<file path="src/rtl/rob_pkg.sv">
package rob_pkg;

  // Pick the retiring thread: the only ready one, or the one that lost last time.
  function automatic logic pick_thread(input logic [1:0] rdy, input logic last);
    if (rdy == 2'b11) return ~last;
    return rdy[1];
  endfunction

  // The half-pool cap is in force only when partitioned and both threads run.
  function automatic logic half_cap(input logic part, input logic [1:0] act);
    return part & act[0] & act[1];
  endfunction

endpackage

</file>
<file path="src/rtl/rob_alloc.sv">
module rob_alloc #(
  parameter int DEPTH = 16,
  localparam int IW = $clog2(DEPTH)
) (
  input  logic [DEPTH-1:0] busy,
  output logic [IW-1:0]    free_idx,
  output logic             any_free
);
  always_comb begin
    free_idx = '0;
    any_free = 1'b0;
    for (int i = DEPTH - 1; i >= 0; i--) begin
      if (!busy[i]) begin
        free_idx = IW'(i);
        any_free = 1'b1;
      end
    end
  end
endmodule

</file>
<file path="src/rtl/rob_order_q.sv">
module rob_order_q #(
  parameter int DEPTH = 16,
  localparam int IW = $clog2(DEPTH),
  localparam int CW = $clog2(DEPTH + 1)
) (
  input  logic          clk,
  input  logic          rst_n,
  input  logic          push,
  input  logic [IW-1:0] push_idx,
  input  logic          pop,
  input  logic          clear,
  output logic [IW-1:0] head_idx,
  output logic [CW-1:0] count
);
  localparam logic [IW-1:0] LAST = IW'(DEPTH - 1);

  logic [IW-1:0] slot [DEPTH];
  logic [IW-1:0] rd_q, wr_q;

  function automatic logic [IW-1:0] bump(input logic [IW-1:0] p);
    return (p == LAST) ? '0 : p + 1'b1;
  endfunction

  assign head_idx = slot[rd_q];

  always_ff @(posedge clk) begin
    if (push) slot[wr_q] <= push_idx;
  end

  always_ff @(posedge clk) begin
    if (!rst_n || clear) begin
      rd_q  <= '0;
      wr_q  <= '0;
      count <= '0;
    end else begin
      if (push) wr_q <= bump(wr_q);
      if (pop)  rd_q <= bump(rd_q);
      count <= count + CW'(push) - CW'(pop);
    end
  end

  a_r6_no_underflow: assert property (@(posedge clk) disable iff (!rst_n)
    pop |-> count != '0);
endmodule

</file>
<file path="src/rtl/rob_smt_top.sv">
module rob_smt_top #(
  parameter int DEPTH = 16,
  parameter int TAGW  = 8,
  localparam int IW = $clog2(DEPTH),
  localparam int CW = $clog2(DEPTH + 1)
) (
  input  logic            clk,
  input  logic            rst_n,
  input  logic            mode_req,
  input  logic [1:0]      thr_active,
  input  logic            disp_valid,
  input  logic            disp_tid,
  input  logic [TAGW-1:0] disp_tag,
  output logic            disp_stall,
  output logic [IW-1:0]   disp_idx,
  input  logic            cmpl_valid,
  input  logic [IW-1:0]   cmpl_idx,
  input  logic            cmpl_exc,
  output logic            cmt_valid,
  output logic            cmt_tid,
  output logic [TAGW-1:0] cmt_tag,
  output logic            exc_valid,
  output logic            exc_tid,
  output logic [TAGW-1:0] cpc0,
  output logic [TAGW-1:0] cpc1,
  output logic            mode_o
);
  import rob_pkg::*;

  localparam logic [CW-1:0] FULL = CW'(DEPTH);
  localparam logic [CW-1:0] HALF = CW'(DEPTH / 2);

  logic [DEPTH-1:0] ent_vld, ent_done, ent_exc, ent_tid;
  logic [TAGW-1:0]  ent_tag [DEPTH];
  logic             mode_q, last_q;
  logic [TAGW-1:0]  cpc_q [2];

  logic [IW-1:0] head_idx [2];
  logic [CW-1:0] cnt [2];
  logic [1:0]    ready, push, pop, flush;

  // Named internal events for the checks.
  logic          sel, retire_any, ret_exc, disp_fire, any_free;
  logic [IW-1:0] ret_idx, free_idx;
  logic [CW-1:0] limit;
  logic [CW:0]   total;

  rob_alloc #(.DEPTH(DEPTH)) u_alloc (
    .busy(ent_vld), .free_idx(free_idx), .any_free(any_free));

  for (genvar t = 0; t < 2; t++) begin : g_thr
    localparam logic TID = 1'(t);
    assign ready[t] = (cnt[t] != '0) && ent_done[head_idx[t]];
    assign push[t]  = disp_fire && (disp_tid == TID);
    assign pop[t]   = cmt_valid && (sel == TID);
    assign flush[t] = exc_valid && (sel == TID);

    rob_order_q #(.DEPTH(DEPTH)) u_order (
      .clk(clk), .rst_n(rst_n), .push(push[t]), .push_idx(free_idx),
      .pop(pop[t]), .clear(flush[t]), .head_idx(head_idx[t]), .count(cnt[t]));

    a_r8_flush_own: assert property (@(posedge clk) disable iff (!rst_n)
      (exc_valid && exc_tid == TID) |=> cnt[t] == '0);
    a_r8_other_kept: assert property (@(posedge clk) disable iff (!rst_n)
      (exc_valid && exc_tid == TID) |=> cnt[1-t] >= $past(cnt[1-t]));
  end

  assign sel        = pick_thread(ready, last_q);
  assign retire_any = |ready;
  assign ret_idx    = head_idx[sel];
  assign ret_exc    = ent_exc[ret_idx];
  assign cmt_valid  = retire_any && !ret_exc;
  assign exc_valid  = retire_any && ret_exc;
  assign cmt_tid    = sel;
  assign exc_tid    = sel;
  assign cmt_tag    = ent_tag[ret_idx];

  assign total      = {1'b0, cnt[0]} + {1'b0, cnt[1]};
  assign limit      = half_cap(mode_q, thr_active) ? HALF : FULL;
  assign disp_fire  = disp_valid && any_free && (cnt[disp_tid] < limit) && !flush[disp_tid];
  assign disp_stall = disp_valid && !disp_fire;
  assign disp_idx   = free_idx;
  assign cpc0       = cpc_q[0];
  assign cpc1       = cpc_q[1];
  assign mode_o     = mode_q;

  always_ff @(posedge clk) begin
    if (!rst_n) begin
      ent_vld  <= '0;
      ent_done <= '0;
      ent_exc  <= '0;
      ent_tid  <= '0;
    end else begin
      for (int i = 0; i < DEPTH; i++) begin
        if (cmpl_valid && cmpl_idx == IW'(i) && ent_vld[i]) begin
          ent_done[i] <= 1'b1;
          ent_exc[i]  <= cmpl_exc;
        end
        if (cmt_valid && ret_idx == IW'(i)) ent_vld[i] <= 1'b0;
        if (exc_valid && ent_tid[i] == sel) ent_vld[i] <= 1'b0;
        if (disp_fire && free_idx == IW'(i)) begin
          ent_vld[i]  <= 1'b1;
          ent_done[i] <= 1'b0;
          ent_exc[i]  <= 1'b0;
          ent_tid[i]  <= disp_tid;
          ent_tag[i]  <= disp_tag;
        end
      end
    end
  end

  always_ff @(posedge clk) begin
    if (!rst_n) begin
      mode_q   <= 1'b0;
      last_q   <= 1'b0;
      cpc_q[0] <= '0;
      cpc_q[1] <= '0;
    end else begin
      if (total == '0) mode_q <= mode_req;
      if (retire_any) begin
        last_q       <= sel;
        cpc_q[sel]   <= cmt_tag;
      end
    end
  end

  a_r1_total_bound: assert property (@(posedge clk) disable iff (!rst_n)
    total <= (CW+1)'(DEPTH));
  a_r4_half_cap: assert property (@(posedge clk) disable iff (!rst_n)
    (disp_fire && mode_q && thr_active == 2'b11) |=> cnt[$past(disp_tid)] <= HALF);
  a_r9_mode_hold: assert property (@(posedge clk) disable iff (!rst_n)
    (total != '0) |=> $stable(mode_q));
  a_r6_single_retire: assert property (@(posedge clk) disable iff (!rst_n)
    $onehot0({cmt_valid, exc_valid}) && !(disp_fire && ent_vld[free_idx]));
endmodule

</file>
<file path="config.mk">
export PLATFORM = sky130hd
export DESIGN_NAME = rob_smt_top
export DESIGN_NICKNAME = d
export VERILOG_FILES = /design/src/rtl/rob_pkg.sv /design/src/rtl/rob_alloc.sv /design/src/rtl/rob_order_q.sv /design/src/rtl/rob_smt_top.sv
export SDC_FILE = /design/constraint.sdc
export NUM_CORES = 1
export LEC_CHECK = 0
export ABC_AREA = 1
export BUFFER_PORTS_ARGS = -buffer_cell sky130_fd_sc_hd__buf_4
export CELL_PAD_IN_SITES_DETAIL_PLACEMENT = 2
export CELL_PAD_IN_SITES_GLOBAL_PLACEMENT = 2
export CORE_MARGIN = 3
export CORE_UTILIZATION = 40
export DETAILED_ROUTE_END_ITERATION = 16
export PLACE_DENSITY = 0.84
export SYNTH_ARGS = -nofsm -noshare
export SYNTH_HDL_FRONTEND = slang
export SYNTH_SLANG_ARGS = --single-unit
</file>
<file path="constraint.sdc">
create_clock -name clk -period 6.36 [get_ports clk]
set_input_delay 1.59 -clock clk [delete_from_list [all_inputs] [get_ports clk]]
set_output_delay 1.59 -clock clk [all_outputs]
set_load 0.02 [all_outputs]
</file>
==> impl_metrics.json <==
{
  "met2_usage_pct": 49.9,
  "syn_inst": 1697,
  "use_met1_pct": 38.5,
  "ir_drop_mv": 0.336,
  "die_x_um": 210,
  "start_kind": "flop",
  "holdBufCountCts": 0,
  "dr.pass1.iters": 5,
  "crit_fanout": 16,
  "finalHoldViolCount": 0,
  "synth.mux.area_fraction_pct": 0,
  "hold_path.class": "flop to flop",
  "synth-compound-area-share_pct": 6.20,
  "synth_xor_area_share_pct": 0.315,
  "relSlewSlack_pct": 38.1,
  "ys.flop_type": "edfxtp_1",
  "synthesis.nets": 1749,
  "drt_iter0_drc": 1325,
  "place_hpwl_um": 43900,
  "grt_max_degree": 67,
  "worstSkewPairLatency_ns": 0.59,
  "gp_congestion": 0.867,
  "synth_top_family_by_area": "simple AND/OR/NAND/NOR gates",
  "cap_violations": 0,
  "grt_usage_pct": 29.9,
  "ys_top_cells_by_area": "edfxtp_1, dfxtp_1, nand3_1",
  "cts_tree": "built",
  "viasPerCell": 5.97,
  "clock_skew_ns": 0.0253,
  "io_pins": 55,
  "ys_warn_count": 0,
  "crit_arrival_ns": 4.77,
  "netlist.area_leader.share_pct": 48.9,
  "synth_edf_count": 272,
  "port_buffers": 54,
  "synth_fa_ha_area_share_pct": 2.46,
  "clkTransAtPathRegs_ns": 0.07,
  "p_leak_nw": 7.38,
  "vias": 14100,
  "path_class": "flop to primary output",
  "grt_pass1_vias": 15200,
  "syn-cell-area_mm2": 0.0167,
  "clock_tree.root_cell": "clkbuf_16",
  "antenna_found_initial": 1,
  "ant_nets": 0,
  "routed_wl_um": 69500,
  "tightest_slew_ns": 0.923,
  "top_usage_layer": "met2",
  "syn_to_final_growth_pct": 18.1,
  "diodes": 0,
  "synthSimpleGateAreaFrac_pct": 24.7,
  "std_cell_rows": 74,
  "grt_use_met3_pct": 4.88,
  "fin_crit_sh_pct": 100,
  "cts_buffers": 42,
  "core_area_mm2": 0.0410,
  "drcViolationCount": 0,
  "wl_per_cell_um": 29.4,
  "drv_slew": 0,
  "clock-sinks": 372,
  "die_y_um": 210,
  "clock.fmax_mhz": 157,
  "synth_top_area_cell": "edfxtp_1",
  "power_density_mw_per_mm2": 511,
  "finalSetupViolations": 0,
  "start_util_pct": 40.7,
  "n_fill_cell": 4275,
  "grt_overflow": 0,
  "end_kind": "primary output",
  "ys_seq_elements": 372,
  "synth.avg_cell_area_um2": 9.85,
  "synth.distinct_cells": 49,
  "required_ns": 4.77,
  "synthArstFlopShare_pct": 0,
  "cts_buffer_depth": 3,
  "seq_area_frac_synth_pct": 60.9,
  "hold-worst-slack_ns": 0.494,
  "finish.net_count": 1853,
  "run_status": "finished clean",
  "grt_pass1_wl_um": 99300,
  "drive_gt1_share_pct": 15.4,
  "period_needed_ns": 6.36,
  "die-area_mm2": 0.0443,
  "h-tree-depth": 2,
  "finalPower_mw": 10.1
}
## cell type report
| type | count | area [µm²] | area share, % |
|---|---|---|---|
| sequential | 372 | 10200 | 51.6 |
| multi-input combinational | 1106 | 5890 | 29.8 |
| clock buffer | 62 | 1210 | 6.11 |
| timing repair buffer | 122 | 1000 | 5.09 |
| tap | 532 | 666 | 3.37 |
| inverter | 155 | 609 | 3.09 |
| clock inverter | 16 | 168 | 0.849 |
| timing repair inverter | 2 | 16.3 | 0.0824 |
## routing by layer
layer / vias to the layer above / wire length [µm]
met5: - / 13
met4: 2 / 3070
met3: 190 / 4270
li1: 6081 / -
met2: 582 / 34000
met1: 7285 / 28100
## worst max-delay path, cell delays in order (launching register included)
cell and delay [ns]:
dfxtp_1 0.39, buf_4 0.27, nand3_1 0.13, nand3_1 0.14, nand3_2 0.27, nand2_4 0.22, nand2_1 0.11, nand3_1 0.12
nand3_1 0.09, nand3_1 0.23, nand4_4 0.23, nand2_8 0.19, nand2_1 0.12, o21ai_4 0.15, inv_4 0.09, buf_4 0.15
nand2_1 0.08, nand2_1 0.07, nand2_1 0.11, nand2_2 0.10, nor2_8 0.19, nand3_1 0.10, nand2_1 0.10, inv_2 0.08
nand2_8 0.11, inv_2 0.08, nor2_1 0.09, buf_4 0.15
## state kept, by name (all words and copies together), names as in the netlist, named ones only
signal and cells:
cpc_q 16, g_thr.u_order.wr_q 8, g_thr.u_order.rd_q 8, ent_tid 16
ent_exc 16, mode_o 1, g_thr.u_order.slot 128, ent_tag 128
ent_done 16, ent_vld 16, last_q 1, g_thr.u_order.count 10
## logic make-up after synthesis
group / count (synthesis)
adder cells (fa/ha/maj): 31
buffers and inverters: 219
XOR/XNOR: 6
AO/OA/AOI/OAI: 167
AND/OR/NAND/NOR: 902
flip-flops: 372
## timing repair
| item | in CTS | in global routing |
|---|---|---|
| cloned | 1 | 2 |
| setup buffers | 11 | 19 |
| resized for setup | 11 | 53 |
| setup endpoints to repair | 11 | 12 |
| pin swaps | 2 | 10 |
## cells in the mapped netlist (all sizes together), types with 2 or more instances
cell / number
nand3b: 11
ha: 28
nor4: 7
buf: 29
nand4: 20
a32o: 2
a31oi: 2
a21oi: 53
nor2: 163
xor2: 6
a211oi: 3
clkinv: 4
fa: 3
nand2: 375
a22oi: 32
o21ai: 48
inv: 151
or2: 2
clkbuf: 35
nand3: 301
a2111oi: 2
a22o: 17
o211ai: 5
edfxtp: 272
nor3: 20
dfxtp: 100
## report_power, final
part	internal (mW)	leakage (nW)	total [mW]	switching, mW
combinational	1.43	3.38	4.70	3.27
clock	1.44	0.675	2.50	1.06
sequential	2.78	3.32	2.88	0.101
## final timing paths
kind,slack [ns],cells after the start,endpoint,startpoint
worst max register to register,0.11,34,g_thr[1].u_order.count[4]$_SDFF_PP0_,flop
worst min register to register,0.49,2,ent_tid[12]$_SDFFE_PN0P_,ent_tid[12]$_SDFFE_PN0P_
worst min-delay path,0.49,2,ent_tid[12]$_SDFFE_PN0P_,ent_tid[12]$_SDFFE_PN0P_
worst max-delay path,0.002,27,disp_stall,flop
## per-stage QoR
stage                     TNS, ns  instances  worst slack, ns  area [µm²]  util [%]
after global placement          0       2256            0.569       17800      43.5
after CTS                       0       2346          0.00143       19300      47.2
after detailed placement        0       2256            0.143       17800      43.5
after global routing        -1.63       2367           -0.229       19700      48.1
final                           0       2367          0.00184       19700      48.1
after floorplan                 0       1697             1.15       16700         -
## placed cells by master (no fill, tap or decap), types with 7 or more instances in the layout
cell type | netlist | routed
nand3b_1 | 11 | 11
nor2_1 | 157 | 145
nor2_4 | 1 | 10
buf_4 | 7 | 112
clkbuf_16 | 0 | 43
inv_1 | 139 | 137
nand2_2 | 8 | 10
nand2_1 | 363 | 359
ha_1 | 28 | 28
nor3_1 | 16 | 16
nor2_2 | 4 | 7
nand4_1 | 18 | 18
dfxtp_1 | 100 | 97
edfxtp_1 | 272 | 272
o21ai_0 | 42 | 41
clkinv_1 | 4 | 9
clkbuf_8 | 0 | 8
a22oi_1 | 32 | 29
a22o_1 | 17 | 16
clkbuf_1 | 35 | 12
nand3_2 | 17 | 17
inv_2 | 12 | 9
a21oi_1 | 53 | 51
nand3_1 | 283 | 280
No activity file was read; power rests on OpenSTA's default activity.
